--- config.mk ---
export PLATFORM = sky130hd
export DESIGN_NAME = lms_engine
export DESIGN_NICKNAME = d
export VERILOG_FILES = /design/src/rtl/lms_pkg.sv /design/src/rtl/lms_ring_stack.sv /design/src/rtl/lms_shift_mult.sv /design/src/rtl/lms_ctrl.sv /design/src/rtl/lms_addsub.sv /design/src/rtl/lms_engine.sv
export SDC_FILE = /design/constraint.sdc
export NUM_CORES = 1
export LEC_CHECK = 0
export ABC_AREA = 1
export BUFFER_PORTS_ARGS = -buffer_cell sky130_fd_sc_hd__buf_2
export CORE_MARGIN = 5
export CORE_UTILIZATION = 35
export CTS_CLUSTER_DIAMETER = 150
export CTS_CLUSTER_SIZE = 24
export DETAILED_ROUTE_END_ITERATION = 16
export SYNTH_ARGS = -nofsm -noshare
export SYNTH_HDL_FRONTEND = slang
export SYNTH_SLANG_ARGS = --single-unit
--- constraint.sdc ---
create_clock -name clk -period 5.3 [get_ports clk]
set_input_delay 1.06 -clock clk [delete_from_list [all_inputs] [get_ports clk]]
set_output_delay 1.06 -clock clk [all_outputs]
set_load 0.1 [all_outputs]
--- src/rtl/lms_pkg.sv ---
// Shared types of the LMS engine: controller states and the control word
// the sequencer hands to the datapath. Assumes nothing about widths.
package lms_pkg;

    typedef enum logic [3:0] {
        ST_IDLE,
        ST_XW_ISSUE,
        ST_XW_WAIT,
        ST_XW_ACC,
        ST_SUB,
        ST_ELATCH,
        ST_UP_ISSUE,
        ST_UP_WAIT,
        ST_UP_ADD,
        ST_UP_WB,
        ST_XROT,
        ST_FINAL
    } lms_state_e;

    typedef struct packed {
        logic clr_all;     // wipe every register of the engine
        logic x_wr;        // write new sample into sample ring head
        logic x_rot;       // advance sample ring
        logic w_wr;        // write updated weight while rotating
        logic w_rot;       // advance weight ring
        logic mul_start;   // launch a multiply
        logic mul_use_err; // second multiplier operand is E, not weight
        logic acc_clr;     // zero the accumulator
        logic acc_add;     // accumulator += product
        logic acc_sub;     // accumulator = {D,0} - accumulator
        logic acc_ldw;     // accumulator = {weight,0}
        logic d_lat;       // capture desired value
        logic y_lat;       // capture filter output
        logic e_lat;       // capture error byte
    } lms_ctl_t;

endpackage

--- src/rtl/lms_ring_stack.sv ---
// Circular register ring of DEPTH entries; entry 0 is the head seen by the
// datapath. A rotate moves every entry one place toward the head and the
// old head to the tail; a write during a rotate replaces the value that
// moves to the tail, a write alone replaces the head.
// Assumes DEPTH >= 2.
module lms_ring_stack #(
    parameter int DW    = 8,
    parameter int DEPTH = 8
) (
    input  logic          clk,
    input  logic          rst_n,
    input  logic          clr,
    input  logic          rot,
    input  logic          wr,
    input  logic [DW-1:0] wdata,
    output logic [DW-1:0] head
);

    logic [DW-1:0] slot [DEPTH];

    for (genvar gi = 0; gi < DEPTH; gi++) begin : g_slot
        logic [DW-1:0] val_q;
        logic [DW-1:0] from_rot;
        logic [DW-1:0] from_wr;

        if (gi == DEPTH - 1) begin : g_tail
            assign from_rot = wr ? wdata : slot[0];
        end else begin : g_body
            assign from_rot = slot[gi + 1];
        end

        if (gi == 0) begin : g_head
            assign from_wr = wdata;
        end else begin : g_rest
            assign from_wr = val_q;
        end

        // Hold, shift toward head, or take a new value for this entry.
        always_ff @(posedge clk) begin
            if (!rst_n || clr) begin
                val_q <= '0;
            end else if (rot) begin
                val_q <= from_rot;
            end else if (wr) begin
                val_q <= from_wr;
            end
        end

        assign slot[gi] = val_q;
    end

    assign head = slot[0];

endmodule

--- src/rtl/lms_shift_mult.sv ---
// Signed DW x DW multiplier, one multiplier bit per cycle. A start latches
// the operands; DW cycles later fin rises and prod holds the 2*DW-bit
// two's complement product until the next start. The top bit carries
// negative weight, so the last step subtracts.
// Assumes start is not raised while a multiply is in progress.
module lms_shift_mult #(
    parameter int DW = 8
) (
    input  logic            clk,
    input  logic            rst_n,
    input  logic            clr,
    input  logic            start,
    input  logic [DW-1:0]   a,
    input  logic [DW-1:0]   b,
    output logic [2*DW-1:0] prod,
    output logic            fin
);

    localparam int PW = 2 * DW;
    localparam int SW = $clog2(DW + 1);

    logic [PW-1:0] mcand_q;
    logic [PW-1:0] acc_q;
    logic [DW-1:0] mplr_q;
    logic [SW-1:0] step_q;
    logic          busy_q;
    logic          fin_q;
    logic          last_step;
    logic [PW-1:0] addend;

    assign last_step = (step_q == SW'(DW - 1));
    assign addend    = mplr_q[0] ? mcand_q : '0;

    // Operand capture and one shift-add step per busy cycle.
    always_ff @(posedge clk) begin
        if (!rst_n || clr) begin
            mcand_q <= '0;
            acc_q   <= '0;
            mplr_q  <= '0;
            step_q  <= '0;
            busy_q  <= 1'b0;
            fin_q   <= 1'b0;
        end else if (start) begin
            mcand_q <= {{DW{a[DW-1]}}, a};
            mplr_q  <= b;
            acc_q   <= '0;
            step_q  <= '0;
            busy_q  <= 1'b1;
            fin_q   <= 1'b0;
        end else if (busy_q) begin
            acc_q   <= last_step ? (acc_q - addend) : (acc_q + addend);
            mcand_q <= mcand_q << 1;
            mplr_q  <= mplr_q >> 1;
            step_q  <= step_q + 1'b1;
            if (last_step) begin
                busy_q <= 1'b0;
                fin_q  <= 1'b1;
            end
        end
    end

    assign prod = acc_q;
    assign fin  = fin_q;


    mult_overlap_chk: assert property (@(posedge clk) disable iff (!rst_n)
        start |-> !busy_q);

endmodule

--- src/rtl/lms_ctrl.sv ---
// Sequencer of the LMS engine. It walks the filter phase (NTAPS multiply/
// accumulate rounds, subtract, error latch), then the update phase (NTAPS
// rounds of load weight, multiply by error, add, write back), then one
// extra sample-ring step and a final wait that raises done.
// Assumes phase_even alternates every cycle and mul_fin stays high from
// multiply completion until the next start.
module lms_ctrl
    import lms_pkg::*;
#(
    parameter int NTAPS = 8
) (
    input  logic     clk,
    input  logic     rst_n,
    input  logic     restart,
    input  logic     load,
    input  logic     phase_even,
    input  logic     mul_fin,
    output lms_ctl_t ctl,
    output logic     done
);

    localparam int TW = (NTAPS > 1) ? $clog2(NTAPS) : 1;

    lms_state_e    state_q, state_d;
    logic [TW-1:0] tap_q, tap_d;
    logic          done_q;
    logic          last_tap;

    assign last_tap = (tap_q == TW'(NTAPS - 1));

    // Next state, tap count and control word for the current state.
    always_comb begin
        ctl     = '0;
        state_d = state_q;
        tap_d   = tap_q;
        case (state_q)
            ST_IDLE: begin
                if (load) begin
                    ctl.x_wr    = 1'b1;
                    ctl.d_lat   = 1'b1;
                    ctl.acc_clr = 1'b1;
                    tap_d       = '0;
                    state_d     = ST_XW_ISSUE;
                end
            end
            ST_XW_ISSUE: begin
                if (phase_even) begin
                    ctl.mul_start = 1'b1;
                    ctl.x_rot     = 1'b1;
                    ctl.w_rot     = 1'b1;
                    state_d       = ST_XW_WAIT;
                end
            end
            ST_XW_WAIT: begin
                if (mul_fin) begin
                    state_d = ST_XW_ACC;
                end
            end
            ST_XW_ACC: begin
                ctl.acc_add = 1'b1;
                if (last_tap) begin
                    tap_d   = '0;
                    state_d = ST_SUB;
                end else begin
                    tap_d   = tap_q + 1'b1;
                    state_d = ST_XW_ISSUE;
                end
            end
            ST_SUB: begin
                ctl.acc_sub = 1'b1;
                ctl.y_lat   = 1'b1;
                state_d     = ST_ELATCH;
            end
            ST_ELATCH: begin
                ctl.e_lat = 1'b1;
                state_d   = ST_UP_ISSUE;
            end
            ST_UP_ISSUE: begin
                if (phase_even) begin
                    ctl.mul_start   = 1'b1;
                    ctl.mul_use_err = 1'b1;
                    ctl.acc_ldw     = 1'b1;
                    state_d         = ST_UP_WAIT;
                end
            end
            ST_UP_WAIT: begin
                if (mul_fin) begin
                    state_d = ST_UP_ADD;
                end
            end
            ST_UP_ADD: begin
                ctl.acc_add = 1'b1;
                state_d     = ST_UP_WB;
            end
            ST_UP_WB: begin
                ctl.w_wr  = 1'b1;
                ctl.w_rot = 1'b1;
                ctl.x_rot = 1'b1;
                if (last_tap) begin
                    tap_d   = '0;
                    state_d = ST_XROT;
                end else begin
                    tap_d   = tap_q + 1'b1;
                    state_d = ST_UP_ISSUE;
                end
            end
            ST_XROT: begin
                ctl.x_rot = 1'b1;
                state_d   = ST_FINAL;
            end
            ST_FINAL: begin
                state_d = ST_IDLE;
            end
            default: begin
                state_d = ST_IDLE;
            end
        endcase
        if (restart) begin
            ctl         = '0;
            ctl.clr_all = 1'b1;
            state_d     = ST_IDLE;
            tap_d       = '0;
        end
    end

    // State, tap count and done pulse registers.
    always_ff @(posedge clk) begin
        if (!rst_n) begin
            state_q <= ST_IDLE;
            tap_q   <= '0;
            done_q  <= 1'b0;
        end else begin
            state_q <= state_d;
            tap_q   <= tap_d;
            done_q  <= !restart && (state_q == ST_FINAL);
        end
    end

    assign done = done_q;


    done_in_idle_chk: assert property (@(posedge clk) disable iff (!rst_n)
        done_q |-> (state_q == ST_IDLE));

endmodule

--- src/rtl/lms_addsub.sv ---
// The engine's single adder: sum = a + b, or a - b when sub is high.
// Purely combinational; widths wrap modulo 2^W.
module lms_addsub #(
    parameter int W = 16
) (
    input  logic [W-1:0] a,
    input  logic [W-1:0] b,
    input  logic         sub,
    output logic [W-1:0] sum
);

    // Add or subtract the two operands.
    always_comb begin
        sum = sub ? (a - b) : (a + b);
    end

endmodule

--- src/rtl/lms_engine.sv ---
// Top of the sequential LMS adaptive FIR engine. Holds the accumulator and
// the D, Y and E registers, routes operands from the two rings into the
// shared multiplier and adder, and keeps the cycle-parity flag that the
// sequencer uses to align multiply launches.
// Assumes load is only meaningful while idle; strobes at other times are
// dropped by the sequencer.
module lms_engine #(
    parameter int DW    = 8,
    parameter int NTAPS = 8
) (
    input  logic            clk,
    input  logic            rst_n,
    input  logic            restart,
    input  logic            load,
    input  logic [DW-1:0]   sample_in,
    input  logic [DW-1:0]   desired_in,
    output logic [2*DW-1:0] y_out,
    output logic [DW-1:0]   err_out,
    output logic            done
);

    import lms_pkg::*;

    localparam int PW  = 2 * DW;
    localparam int SCW = $clog2(2 * NTAPS + 1);

    lms_ctl_t      ctl;
    logic          phase_odd_q;
    logic [DW-1:0] x_head;
    logic [DW-1:0] w_head;
    logic [PW-1:0] prod;
    logic          mul_fin;
    logic [DW-1:0] mul_b;
    logic [PW-1:0] add_a;
    logic [PW-1:0] add_b;
    logic [PW-1:0] add_sum;
    logic [PW-1:0] acc_q;
    logic [DW-1:0] d_q;
    logic [PW-1:0] y_q;
    logic [DW-1:0] e_q;

    // Cycle parity since reset, used to keep multiply launches on even cycles.
    always_ff @(posedge clk) begin
        if (!rst_n) begin
            phase_odd_q <= 1'b0;
        end else begin
            phase_odd_q <= !phase_odd_q;
        end
    end

    lms_ctrl #(.NTAPS(NTAPS)) i_ctrl (
        .clk        (clk),
        .rst_n      (rst_n),
        .restart    (restart),
        .load       (load),
        .phase_even (!phase_odd_q),
        .mul_fin    (mul_fin),
        .ctl        (ctl),
        .done       (done)
    );

    lms_ring_stack #(.DW(DW), .DEPTH(NTAPS)) i_xring (
        .clk   (clk),
        .rst_n (rst_n),
        .clr   (ctl.clr_all),
        .rot   (ctl.x_rot),
        .wr    (ctl.x_wr),
        .wdata (sample_in),
        .head  (x_head)
    );

    lms_ring_stack #(.DW(DW), .DEPTH(NTAPS)) i_wring (
        .clk   (clk),
        .rst_n (rst_n),
        .clr   (ctl.clr_all),
        .rot   (ctl.w_rot),
        .wr    (ctl.w_wr),
        .wdata (acc_q[PW-1:DW]),
        .head  (w_head)
    );

    assign mul_b = ctl.mul_use_err ? e_q : w_head;

    lms_shift_mult #(.DW(DW)) i_mult (
        .clk   (clk),
        .rst_n (rst_n),
        .clr   (ctl.clr_all),
        .start (ctl.mul_start),
        .a     (x_head),
        .b     (mul_b),
        .prod  (prod),
        .fin   (mul_fin)
    );

    assign add_a = ctl.acc_sub ? {d_q, {DW{1'b0}}} : acc_q;
    assign add_b = ctl.acc_sub ? acc_q : prod;

    lms_addsub #(.W(PW)) i_adder (
        .a   (add_a),
        .b   (add_b),
        .sub (ctl.acc_sub),
        .sum (add_sum)
    );

    // Accumulator: clear, load scaled weight, or take the adder result.
    always_ff @(posedge clk) begin
        if (!rst_n || ctl.clr_all || ctl.acc_clr) begin
            acc_q <= '0;
        end else if (ctl.acc_ldw) begin
            acc_q <= {w_head, {DW{1'b0}}};
        end else if (ctl.acc_add || ctl.acc_sub) begin
            acc_q <= add_sum;
        end
    end

    // Desired value, filter output and error byte registers.
    always_ff @(posedge clk) begin
        if (!rst_n || ctl.clr_all) begin
            d_q <= '0;
            y_q <= '0;
            e_q <= '0;
        end else begin
            if (ctl.d_lat) begin
                d_q <= desired_in;
            end
            if (ctl.y_lat) begin
                y_q <= acc_q;
            end
            if (ctl.e_lat) begin
                e_q <= acc_q[PW-1:DW];
            end
        end
    end

    assign y_out   = y_q;
    assign err_out = e_q;

    // Multiply launches since the last accepted sample (checker support).
    logic [SCW-1:0] starts_q;
    always_ff @(posedge clk) begin
        if (!rst_n || ctl.clr_all || ctl.x_wr) begin
            starts_q <= '0;
        end else if (ctl.mul_start) begin
            starts_q <= starts_q + 1'b1;
        end
    end


    mult_even_start_chk: assert property (@(posedge clk) disable iff (!rst_n)
        ctl.mul_start |-> !phase_odd_q);


    done_pulse_chk: assert property (@(posedge clk) disable iff (!rst_n)
        done |=> !done);


    restart_clear_chk: assert property (@(posedge clk) disable iff (!rst_n)
        restart |=> (y_out == '0 && err_out == '0 && !done));


    mult_count_chk: assert property (@(posedge clk) disable iff (!rst_n)
        done |-> (starts_q == SCW'(2 * NTAPS)));

endmodule

# Word-level counts from Yosys, hierarchy flattened

Cells that the tools add are included.

Equality and inequality tests: 18
Bitwise logic cells: 1
Reductions and logical operators: 20
Add/sub/neg operators: 6
Mux-type cells: 44

Operator list:

| cell                | count |
|---|---|
| $mux 16             | 9 |
| $mux 8              | 7 |
| $pmux 4 s11         | 1 |
| $add 16x16->16      | 2 |
| $sub 16x16->16      | 2 |
| $mux 4              | 6 |
| $eq 4x3->1 const B  | 5 |
| $eq 4x4->1 const B  | 4 |
| $mux 14             | 1 |
| $mux 1              | 12 |
| $reduce_or 2->1     | 6 |
| $mux 3              | 3 |
| $eq 4x2->1 const B  | 2 |
| $ne 2x2->1 const B  | 3 |
| $pmux 1 s2          | 3 |
| $pmux 3 s2          | 1 |
| $reduce_bool 2->1   | 3 |
| $reduce_and 5->1    | 1 |
| $add 4x1->4 const B | 1 |
| $eq 4x1->1 const B  | 1 |
| $logic_not 4->1     | 1 |
| $ne 2x1->1 const B  | 2 |
| $reduce_and 2->1    | 2 |
| $add 3x1->3 const B | 1 |
| other kinds (6)     | 10 |

Input port bits: 20
Word-level logic and storage cells: 120
Bits in registers: 231

# Longest topological paths before layout

Gate-level depths: netlist of run 1.

Depth after elaboration: 9
Gate-level depth with buffers: 24
Mapped depth without buffers: 23

# Cells and area by module

Synthesis of run 1 repeated with hierarchy kept, for this count alone.

Cells, all modules: 1,801
Area, all modules: 12,299.3 um^2

By module, submodules not included:

| module         | sequential area each (um^2) | area an instance (um^2) | times used | cells an instance |
|---|---|---|---|---|
| lms_ring_stack | 1,281.2                     | 2,437.3                 | 2          | 328 |
| lms_shift_mult | 920.9                       | 3,036.7                 | 1          | 452 |
| lms_engine     | 980.9                       | 2,308.5                 | 1          | 322 |
| lms_addsub     | 0.0                         | 1,408.9                 | 1          | 264 |
| lms_ctrl       | 160.2                       | 670.6                   | 1          | 107 |

# Worst setup path before layout of run 1

OpenSTA, ideal clock, no wires.

Path type: input port to flip-flop
From: in restart
To: reg acc_q[8]
Arrival: 3,451 ps
Stages on the path: 19
Setup slack: 1,721 ps
Path through: inv_2 nand3_2 buf_2 inv_1 clkbuf_1 nand2_1 o21a_1 fa_1 a21oi_1 o21ai_0 nand2_1 nand2_1 nand2_1 nand2_1 nand3_1 nand2_1 or2_2 nand3_1 a31oi_1

Word-level cells in the longest chain between the ends: 6
Elaborated cells on any way between the ends: 12
Classes of those cells: add/sub: 2; mux: 6; reduce/logical: 4

Ends and longest elaborated chain:

| item                                             | RTL line                           | source |
|---|---|---|
| start: declaration                               | lms_engine.sv:13                   | `input logic restart,` |
| $mux 14 *                                        | lms_ctrl.sv:118                    | `if (restart) begin` |
| $mux 16 (on tied branches)                       | lms_engine.sv:95, lms_engine.sv:96 |  |
| $add 16x16->16 or $sub 16x16->16 (tied branches) | lms_addsub.sv:14                   | `sum = sub ? (a - b) : (a + b);` |
| $mux 16                                          | lms_addsub.sv:14                   |  |
| $mux 16                                          | lms_engine.sv:111                  | `end else if (ctl.acc_add \|\| ctl.acc_sub) begin` |
| $mux 16                                          | lms_engine.sv:109                  | `end else if (ctl.acc_ldw) begin` |
| end signal: assignment                           | lms_engine.sv:110                  | `acc_q <= {w_head, {DW{1'b0}}};` |
| end signal: assignment                           | lms_engine.sv:112                  | `acc_q <= add_sum;` |
| end: declaration                                 | lms_engine.sv:37                   | `logic [PW-1:0] acc_q;` |

Every way passes the cells marked *; elsewhere a longest branch is shown, timed or not. The select of a mux whose other input is x is not followed.
A chain may end at the register's enable or synchronous reset.

# Worst setup path after layout of run 1

From: in restart
To: reg acc_q[15]

Same word-level chain as after synthesis.

==> results of run 1 <==
## cell usage after synthesis, types with 3 or more instances
master / n
inv_2: 11
clkbuf_1: 54
xnor2_1: 18
nor2_1: 268
dfxtp_1: 231
a31oi_1: 15
o21a_1: 4
o21ai_0: 240
nor2_2: 7
nand3_1: 43
xor2_1: 19
a21oi_1: 152
inv_1: 121
nand2_1: 210
buf_2: 16
nand3b_1: 3
a211oi_1: 4
buf_1: 4
ha_1: 34
nand4_1: 6
o31ai_1: 4
nand2_2: 6
a221oi_1: 3
o21ai_1: 10
mux2i_1: 3
nor3_1: 6
nor2_4: 4
## power groups by stage
stage          Clock, mW  Combinational (mW)  Sequential (mW)
2_1_floorplan          0               0.163             1.81
3_3_place_gp           0               0.214             1.81
3_5_place_dp           0               0.215             1.81
4_1_cts             1.07               0.216             1.77
5_1_grt             1.14               0.247             1.77
6_report            1.02               0.215             1.77
## cell families after synthesis
logic type / share of synthesized area (%)
fa+ha+maj: 4.28
simple gates: 21.0
mux: 0.276
compound gates: 21.4
flops: 42.5
buf+inv: 7.54
xor+xnor: 2.98
## through the flow
| stage | hold WS, ps | total power [mW] | util [%] | worst slack [ps] | std cells |
|---|---|---|---|---|---|
| CTS | 448 | 3.06 | 38.2 | 1210 | 1909 |
| finish | 445 | 3.01 | 38.2 | 1150 | 1909 |
| detailed placement | 445 | 2.02 | 37.1 | 707 | 1895 |
| global route | 471 | 3.16 | 38.2 | 770 | 1909 |
| floorplan | 412 | 1.97 | - | 1720 | 1521 |
| global placement | 439 | 2.02 | 37.1 | 823 | 1895 |
## cell usage in the layout, fill, tap and decap left out, drive strengths merged, types with 6 or more instances in the layout
cell and n:
nor2 279, o21ai 250, dfxtp 231, nand2 217
a21oi 153, inv 133, buf 54, nand3 45
ha 34, xor2 19, xnor2 18, a31oi 15
clkbuf 13, nor3 6, nand4 6
## routing by layer
layer / up-vias / share of wire (%) / track usage, %
li1: 4964 / - / -
met4: 0 / 1.6 / 3.12
met5: - / 0 / 0
met3: 32 / 5.0 / 2.45
met2: 164 / 44 / 24.2
met1: 4304 / 49 / 22.1
## worst paths after layout
kind | endpoint | cells past startpoint | slack, ps
setup reg to reg | acc_q[15] | 22 | 1300
setup / recovery | acc_q[15] | 23 | 1150
hold reg to reg | i_wring.head[5] | 2 | 450
hold / removal | i_wring.head[5] | 2 | 450
## layout make-up
| cell class | instances | area share (%) |
|---|---|---|
| clock buffer | 13 | 2.78 |
| tap | 396 | 4.23 |
| inverter | 133 | 4.27 |
| clock inverter | 1 | 0.0962 |
| timing repair buffer | 54 | 2.52 |
| multi-input combinational | 1081 | 46.6 |
| sequential | 231 | 39.5 |
## state kept, by name (all words and copies together), names as in the netlist, 3 cells and up
register / count
acc_q: 16
d_q: 8
err_out: 8
i_ctrl.state_q: 4
i_ctrl.tap_q: 3
i_mult.mcand_q: 16
i_mult.mplr_q: 8
i_mult.prod: 16
i_mult.step_q: 4
i_wring.g_slot.from_rot: 56
i_wring.head: 8
i_xring.g_slot.from_rot: 56
i_xring.head: 8
y_out: 16
## critical path: cells and delay by family
family	cells	cell delay [ps]
AND/OR/NAND/NOR	9	1210
AO/OA/AOI/OAI	9	1260
adder cells (fa/ha/maj)	1	350
buffers and inverters	4	660
==> results by group, run 1 <==
Timing
  • Fmax: about 0.24 GHz
  • Final Hold Viols: 0
  • Max Slew Vio Count: 0
  • Setup-failing EPs final: 0
  • Min Tclk post-route: 4150 ps
  • Final Skew: 31.8 ps
  • Max-slew headroom: 32.3%
  • TNS Setup: 0 ps
  • RSZ-0062 raised after global routing: no
  • Fin crit share: between 70% and 80%
  • Worst-Margin Slew: 1010 ps

Critical path
  • Critical Path RT: 5730 ps
  • Crit path max fanout: 19
  • Setup CP Type: input pin to register
  • Critical Path End Type: register
  • CP Launch Type: input pin
  • Worst r2r src: i_ctrl.state_q[1]
  • Worst path max stage delay: roughly 350 ps
  • Critical path's slowest cell: ha_1
  • Crit path top cell by count: nand2_1
  • Critical path cell sequence: buf_2, inv_2, nand3_2, buf_4, nand2_1, nand2_1, nand3_2, nor2_4, nand3_1, o31ai_1, o21ai_1, nand2_1, o21ai_1, ha_1, a21oi_1, o21bai_1, a21oi_1, o21ai_0, a31oi_1, inv_1, nand2_1, nand3_1, a21oi_2
  • Crit path launch: restart
  • Critical path arrival: 4580 ps

Die
  • Die X: 186 µm
  • Starting Density: 35.5%
  • Die H: 186 µm
  • Full die area: between 30000 and 40000 µm²
  • Core area: approximately 30000 µm²
  • Placement Rows: 64
  • IO Count: 45

Detailed routing
  • Avg Vias per Cell: just under 5
  • DRT iter0 DRCs: 595
  • ANT nets after route: 0
  • Wirelength per Cell: 14.1 µm
  • Drt total wl: 26900 µm
  • Via count: 9464
  • # DRC: 0
  • Pre-antenna DRT Iters: 5

Hold path
  • Hold Startpoint: i_wring.g_slot[0].from_rot[5]
  • Worst Hold Class: register to register

Yosys
  • Top-area cell type share of the netlist area: 42.5%
  • EDFF count, synth: 0
  • Avg Synthesized Cell Area: 7.15 µm²
  • Post-synth top area cell: dfxtp_1
  • Ys Warns: 0
  • Synth Register Bits: 231
  • Cells after Synth: around 1500
  • Synthesized cell area: 10900 µm²
  • Distinct cell type count after synthesis: 45
  • Post-synthesis sequential area ratio: 42.5%
  • Net Count, Synth: 1577
  • Most area-consuming cells after synthesis: dfxtp_1 43%, o21ai_0 11%, nor2_1 9.2%
  • Top_reg_cell synth: dfxtp_1
  • Ys async rst share: 0%

Place
  • Post-DP HPWL: 18800 µm
  • DP Area: 11400 µm²
  • GPL Wtd Cong: 0.894
  • Port-buffer cells: 44

CTS
  • Resized cells post-CTS: 0
  • Root Driver: clkbuf_16
  • CTS tree: done
  • Clock transition at path regs: 100 ps
  • Post-CTS setup buffers: 0
  • Hold Buf Count CTS: 0
  • Clock Sink Count: 231
  • CTS max path bufs: 3
  • CTS buffer count: 13
  • Clk Latency, worst-skew pair: between 400 and 500 ps
  • H-tree depth: 1

Global routing
  • Total GRT Usage: between 15 and 20%
  • First-pass GRT wire length: 44100 µm
  • Largest net degree at the start of global routing: 100
  • Vias in the first global route: 8771
  • GRT overflow: 0
  • Antenna violations before repair: 0

Pwr
  • Clock power share: 34.0%
  • Logic gate share of total power: 7.2%
  • Switching Share: 24.5%
  • Pleak: 4.97 nW
  • Net switching component of the power: 0.736 mW
  • Reg power frac: 58.8%
  • Peak supply drop: between 150 and 200 µV
  • PwrDens: roughly 260 nW/µm²
  • Internal: 2.27 mW

Outcome
  • Run status: complete, no violations

Final layout
  • Layout Nets: 1570
  • Fill cells: 3260
  • FF+latch area: 4620 µm²
  • ANT cells: 0
  • Design area: 11700 µm²
  • Syn-to-layout area delta: 7.59%
  • Share of layout cells above drive strength 1: 6.87%
  • Area occupied by multi-input gates: 5450 µm²

Run
  • Max-cap violation count: 0
Note: power is estimated with default switching activity, not from simulation.
==> inputs of run 2 (changes only) <==
ABC_AREA = 0   (was 1)
clock period = 3.9 ns   (was 5.3 ns; I/O delays follow)
==> run 2 against run 1 <==
  * Clock-buffer cell count unchanged
  * Sequential share of layout area decreased by 0.79 points
  * Synthesized area grew 0.38%
  * Core utilization grew 0.80 points
  * Register-to-register slack lost 1100 ps
  * Critical path depth shrank 8
  * Clock skew decreased by 15 ps
  * Critical path type is now register to register
  * Critical endpoint unchanged
==> results by group, run 2 <==
Yosys
  • Cells after Synth: 1371 (-9.9%)
  • Synthesized cell area: 10900 µm² (+0.38%)
  • Top_reg_cell synth: dfxtp_1
  • Most area-consuming cells after synthesis: dfxtp_1 42%, nand2_1 11%, a21oi_1 8.3%
  • Post-synth top area cell: dfxtp_1
  • EDFF count, synth: 0 (unchanged)
  • Synth cell count leaders: 333 x nand2_1, 231 x dfxtp_1, 181 x a21oi_1
  • Avg Synthesized Cell Area: 7.96 µm² (+11%)
  • Synth Register Bits: 231 (unchanged)
  • Distinct cell type count after synthesis: 61 (+36%)
  • Net Count, Synth: 1427 (-9.5%)
  • Top-area cell type share of the netlist area: 42.4% (-0.16 points)
  • Post-synthesis sequential area ratio: 42.4% (-0.16 points)
  • Ys async rst share: 0% (unchanged)
  • Most frequent cell after synthesis: nand2_1
  • Ys Warns: 0 (unchanged)

Final layout
  • Most frequent cells in the layout: 333 x nand2_1, 229 x dfxtp_1, 181 x a21oi_1
  • Layout Nets: 1431 (-8.9%)
  • Commonest non-fill, non-tap cell in the layout: nand2_1
  • Share of layout cells above drive strength 1: 7.86% (+0.99 points)
  • Syn-to-layout area delta: 9.42%
  • ANT cells: 0 (unchanged)
  • Fill cells: 3148 (-3.4%)
  • Layout Cells excl Fill: 1770 (-7.3%)

Place
  • GPL Wtd Cong: 0.869 (-2.8%)
  • Port-buffer cells: 44 (unchanged)
  • Placed instance count: 1754 (-7.4%)
  • Post-DP HPWL: 17200 µm (-8.7%)

Die
  • Die X: 187 µm (+0.18%)
  • Starting Density: 35.6% (+0.13 points)
  • Core area: 30700 µm² (unchanged)
  • Full die area: 34800 µm² (+0.36%)
  • Die H: 187 µm (+0.18%)
  • IO Count: 45 (unchanged)
  • Placement Rows: 64 (unchanged)

Critical path
  • CP Launch Type: register
  • Critical Path End Type: register
  • Crit path max fanout: 6 (-13)
  • Critical Path RT: 4260 ps (-1470 ps)
  • Critical path arrival: 4030 ps (-550 ps)
  • Setup CP Type: register to register

CTS
  • Clk Latency, worst-skew pair: 470 ps (-20 ps)
  • CTS buffer count: 13 (unchanged)
  • Root Driver: clkbuf_16
  • Clock transition at path regs: 100 ps (about the same)
  • Hold Buf Count CTS: 0 (unchanged)
  • H-tree depth: 1 (unchanged)
  • Clock Sink Count: 231 (unchanged)
  • CTS tree: done
  • CTS max path bufs: 3 (unchanged)

Timing
  • Setup-failing EPs final: 0 (unchanged)
  • Max Slew Vio Count: 0 (unchanged)
  • Final Skew: 16.6 ps (-15.2 ps)
  • Final Hold Viols: 0 (unchanged)
  • Fin crit share: 94.2%
  • Max-slew headroom: 25.6% (-6.7 points)
  • Min Tclk post-route: about 3700 ps
  • Worst-Margin Slew: 1120 ps (+102 ps)
  • RSZ-0062 raised after global routing: no
  • TNS Setup: 0 ps (unchanged)
  • Fmax: 0.272 GHz

Hold path
  • Worst Hold Class: register to register

Global routing
  • Vias in the first global route: 8436 (-3.8%)
  • First-pass GRT wire length: 42000 µm (-4.7%)
  • Total GRT Usage: 13.8% (-1.5 points)
  • GRT overflow: 0 (unchanged)
  • Largest net degree at the start of global routing: 80 (-20%)
  • Antenna violations before repair: 0 (unchanged)

Run
  • Max-cap violation count: 0 (unchanged)

Pwr
  • PwrDens: 334 nW/µm² (+30%)
  • Pleak: 4.09 nW (-18%)
  • Peak supply drop: 202 µV (+23%)

Outcome
  • Run status: complete, no violations

Detailed routing
  • Pre-antenna DRT Iters: 5 (unchanged)
  • Wirelength per Cell: 14.2 µm (+1.0%)
  • DRT iter0 DRCs: 776 (+30%)
  • Via count: 9084 (-4.0%)
  • ANT nets after route: 0 (unchanged)
  • # DRC: 0 (unchanged)
  • Avg Vias per Cell: 5.13 (+3.5%)
  • Drt total wl: 25200 µm (-6.4%)
[run 2: cell types whose count changed after synthesis, sizes merged, moves of 11 or more]
cell    before  now
nand3       45   16
buf         22   11
nand2      217  333
mux2i        3   61
nor3         6   18
nor2       279  113
o21ai      250   30
inv        132   16
a21oi      153  182
clkbuf      54   75
a211oi       4   51
and2         1   18
a22oi        0   12
[run 2: cell type report]
type | count | area, µm² | area share (%)
inverters | 17 | 63.8 | 0.534
multi-input cells | 1037 | 5940 | 49.8
repair buffers | 75 | 478 | 4.00
clock buffers | 13 | 325 | 2.72
well taps | 396 | 495 | 4.15
clock inverters | 1 | 11.3 | 0.0943
flip-flops and latches | 231 | 4630 | 38.7
[run 2: path summary, 6_finish.rpt]
kind,from,to,slack [ps],cells after the start
max reg2reg,i_mult.prod[0],acc_q[15],230,15
min reg2reg,i_wring.g_slot[1].from_rot[7],i_wring.g_slot[0].from_rot[7],450,2
max,i_mult.prod[0],acc_q[15],230,15
min,i_wring.g_slot[1].from_rot[7],i_wring.g_slot[0].from_rot[7],450,2
[run 2: metal layers]
| layer | global-route usage (%) | routed length, µm | vias up |
|---|---|---|---|
| met1 | 19.2 | 12300 | 4222 |
| li1 | - | - | 4716 |
| met2 | 22.4 | 11400 | 112 |
| met3 | 2.11 | 997 | 34 |
| met5 | 0 | 0 | - |
| met4 | 3.31 | 501 | 0 |
[run 2: what timing repair did]
item | 4_1_cts | 5_1_grt
setup buffers | 0 | 2
endpoints found under the hold margin | 0 | 0
gates resized for setup | 0 | 6
setup endpoints to repair | 0 | 3
[run 2: power by group]
group	switching [mW]	total (mW)	internal [mW]
registers	0.0119	2.38	2.37
logic	0.154	0.229	0.0755
clock network	0.765	1.37	0.609
[run 2: worst max-delay path, stage by stage (launching register included)]
cell and delay [ps]:
dfxtp_1 330, or4_4 590, nor4b_4 390, and2b_1 230, nor2b_1 220, xnor2_1 80, a21boi_0 220, ha_1 280
a21o_1 170, a21oi_1 190, o21ai_0 100, a21oi_1 150, o41ai_1 110, xor3_1 350, nand2_1 90, a21oi_2 50
[run 2: per-stage QoR]
stage                     worst slack (ps)  total power, mW  instance area (µm²)  util, %  hold slack [ps]
after floorplan                        203             2.60                10900        -              432
after global placement                 199             2.67                11600     37.8              434
after detailed placement               170             2.67                11600     37.8              442
after CTS                              166             4.06                11900     38.9              454
after global routing                  4.77             4.16                11900     38.9              469
final                                  228             3.99                11900     38.9              451
[run 2: cell families (layout without fill, tap and decap cells)]
kind of cell	count (synthesis)	after routing	share of synthesized area, %
compound gates	346	346	19.1
xor+xnor	45	45	3.75
fa+ha+maj	36	36	4.26
buf+inv	103	106	3.61
flops	231	231	42.4
mux	61	61	5.59
simple gates	549	549	21.4
==> inputs of run 3 (changes only) <==
clock period = 3.3 ns   (was 3.9 ns; I/O delays follow)
==> run 3 against run 2 <==
  * The run now ends with setup timing left
  * Global-route usage rose by 0.58 points
  * Routed wire length rose by 4.6%
  * Worst hold slack worse by 64 ps
  * Sequential power increased by 18%
  * Die area did not move
  * Design area up 8.0%
  * Largest power group unchanged
==> results by group, run 3 (synthesis gave the netlist of run 2 again) <==
Pwr
  • Net switching component of the power: 1.12 mW (+20%)
  • Post-layout power: 4.75 mW (+19%)
  • Pleak: 4.64 nW (+13%)
  • Internal: 3.64 mW (+19%)
  • Clock power share: 34.5% (about the same)
  • Logic gate share of total power: 6.3% (+0.5 points)
  • Reg power frac: 59.2% (-0.6 points)
  • Peak supply drop: 244 µV (+21%)
  • PwrDens: 369 nW/µm² (+10%)
  • Switching Share: 23.5% (+0.18 points)

Final layout
  • Share of layout cells above drive strength 1: 16.4% (+8.5 points)
  • Syn-to-layout area delta: 18.1%
  • ANT cells: 0 (unchanged)
  • Most frequent cells in the layout: 332 x nand2_1, 224 x dfxtp_1, 177 x a21oi_1
  • Layout Nets: 1532 (+7.1%)
  • Final design utilization: 42.1% (+3.1 points)
  • Fill cells: 3117 (-0.98%)
  • Commonest non-fill, non-tap cell in the layout: nand2_1

Detailed routing
  • # DRC: 0 (unchanged)
  • Wirelength per Cell: 14.1 µm (-1.1%)
  • ANT nets after route: 0 (unchanged)
  • Via count: 9438 (+3.9%)
  • DRT iter0 DRCs: 672 (-13%)
  • Drt total wl: 26300 µm (+4.6%)
  • Avg Vias per Cell: 5.04 (-1.8%)
  • Pre-antenna DRT Iters: 6 (+1)

Timing
  • Max Slew Vio Count: 0 (unchanged)
  • Final WS setup: -26.8 ps (-255 ps)
  • Setup-failing EPs final: 1 (+1)
  • TNS Setup: -26.8 ps (-26.8 ps)
  • Worst-Margin Slew: 1120 ps (+2.87 ps)
  • Final Skew: 41.7 ps (+25.1 ps)
  • Hold Slack: 387 ps (-63.7 ps)
  • Min Tclk post-route: 3330 ps (-345 ps)
  • Fmax: 0.301 GHz (+10%)
  • Final Hold Viols: 0 (unchanged)
  • Max-slew headroom: 25.4% (-0.19 points)
  • Fin crit share: 101% (+6.7 points)
  • RSZ-0062 raised after global routing: yes

CTS
  • Clock transition at path regs: 100 ps (about the same)
  • Root Driver: clkbuf_16
  • CTS max path bufs: 3 (unchanged)
  • CTS tree: done
  • Clk Latency, worst-skew pair: 500 ps (+30 ps)
  • CTS buffer count: 13 (unchanged)
  • Hold Buf Count CTS: 0 (unchanged)
  • H-tree depth: 1 (unchanged)
  • Clock Sink Count: 231 (unchanged)

Critical path
  • Critical path cell sequence: or4_4, nor4b_4, and2b_1, nand2_1, nor2_2, xnor2_1, a21boi_0, buf_4, ha_4, buf_4, nand3_1, o41ai_2, xor3_1, nand2_1, a21oi_2
  • Worst path max stage delay: 570 ps (-20 ps)
  • Worst r2r src: i_mult.prod[1]
  • Crit path max fanout: 4 (-2)
  • Crit path launch: i_mult.prod[1]
  • Critical path's slowest cell: or4_4
  • Setup CP Type: register to register
  • R2r setup slk: -30 ps (-250 ps)
  • Critical Path RT: 3690 ps (-570 ps)
  • Critical path arrival: 3710 ps (-320 ps)
  • CP Launch Type: register
  • Critical Path End Type: register

Outcome
  • Violated checks: setup timing
  • Run status: finished, violations left

Place
  • GPL Wtd Cong: 0.894 (+2.9%)
  • Post-DP HPWL: 18200 µm (+5.8%)
  • Dpl ws: -287 ps (-457 ps)
  • Port-buffer cells: 44 (unchanged)

Run
  • Max-cap violation count: 0 (unchanged)

Global routing
  • GRT overflow: 0 (unchanged)
  • Antenna violations before repair: 1 (+1)
  • First-pass GRT wire length: 43600 µm (+3.7%)
  • Vias in the first global route: 8707 (+3.2%)
  • Total GRT Usage: 14.3% (+0.58 points)
  • Largest net degree at the start of global routing: 184 (+130%)

Die
  • Core area: 30700 µm² (unchanged)
  • Placement Rows: 64 (unchanged)
  • Starting Density: 35.6% (unchanged)
  • Die H: 187 µm (unchanged)
  • IO Count: 45 (unchanged)
  • Die X: 187 µm (unchanged)
  • Full die area: 34800 µm² (unchanged)

Hold path
  • Worst Hold Class: input pin to register
  • Hold Startpoint: desired_in[7]
## run 3: final cells by class
class / count / area (µm²) / area share [%]
well taps: 396 / 495 / 3.84
repair buffers: 176 / 1240 / 9.61
clock buffers: 13 / 325 / 2.52
flip-flops and latches: 231 / 4630 / 35.9
inverters: 17 / 63.8 / 0.495
multi-input cells: 1037 / 6120 / 47.4
clock inverters: 2 / 20.0 / 0.155
## run 3: power groups by stage
stage	combinational (mW)	sequential (mW)	clock, mW
global placement	0.291	2.88	0
CTS	0.296	2.82	1.72
detailed placement	0.292	2.88	0
finish	0.298	2.81	1.64
global route	0.330	2.82	1.82
floorplan	0.203	2.87	0
## run 3: final timing paths
path,endpoint,cells after the start
hold / removal,d_q[7],3
setup / recovery,acc_q[15],15
hold reg to reg,i_xring.g_slot[2].from_rot[3],2
setup reg to reg,acc_q[15],15
## run 3: worst max-delay path, delay by kind of cell, from the launching register on
kind	cells	cell delay (ps)
AND/OR/NAND/NOR	7	1390
flip-flops	1	330
XOR/XNOR	2	400
buffers and inverters	2	250
adder cells (fa/ha/maj)	1	260
AO/OA/AOI/OAI	3	570
## run 3: routing by layer
metal / vias to the layer above / wire, µm / GRT usage (%) / share of wire (%)
met5: - / 20 / 0 / 0.076
met2: 116 / 11800 / 22.9 / 45
met4: 2 / 497 / 3.22 / 1.9
li1: 4915 / - / - / -
met1: 4369 / 12700 / 20.2 / 48
met3: 36 / 1260 / 2.69 / 4.8
## run 3: timing repair
item,CTS,global route
pin swaps,7,15
resized for setup,19,25
cloned,0,0
buffers inserted,3,3
setup endpoints to repair,7,10
## run 3: per-stage QoR
step / instance area, µm² / std cells
final: 12900 / 1872
after global routing: 12900 / 1872
after CTS: 12800 / 1869
after detailed placement: 12300 / 1851
after global placement: 12300 / 1851
after floorplan: 11000 / 1371
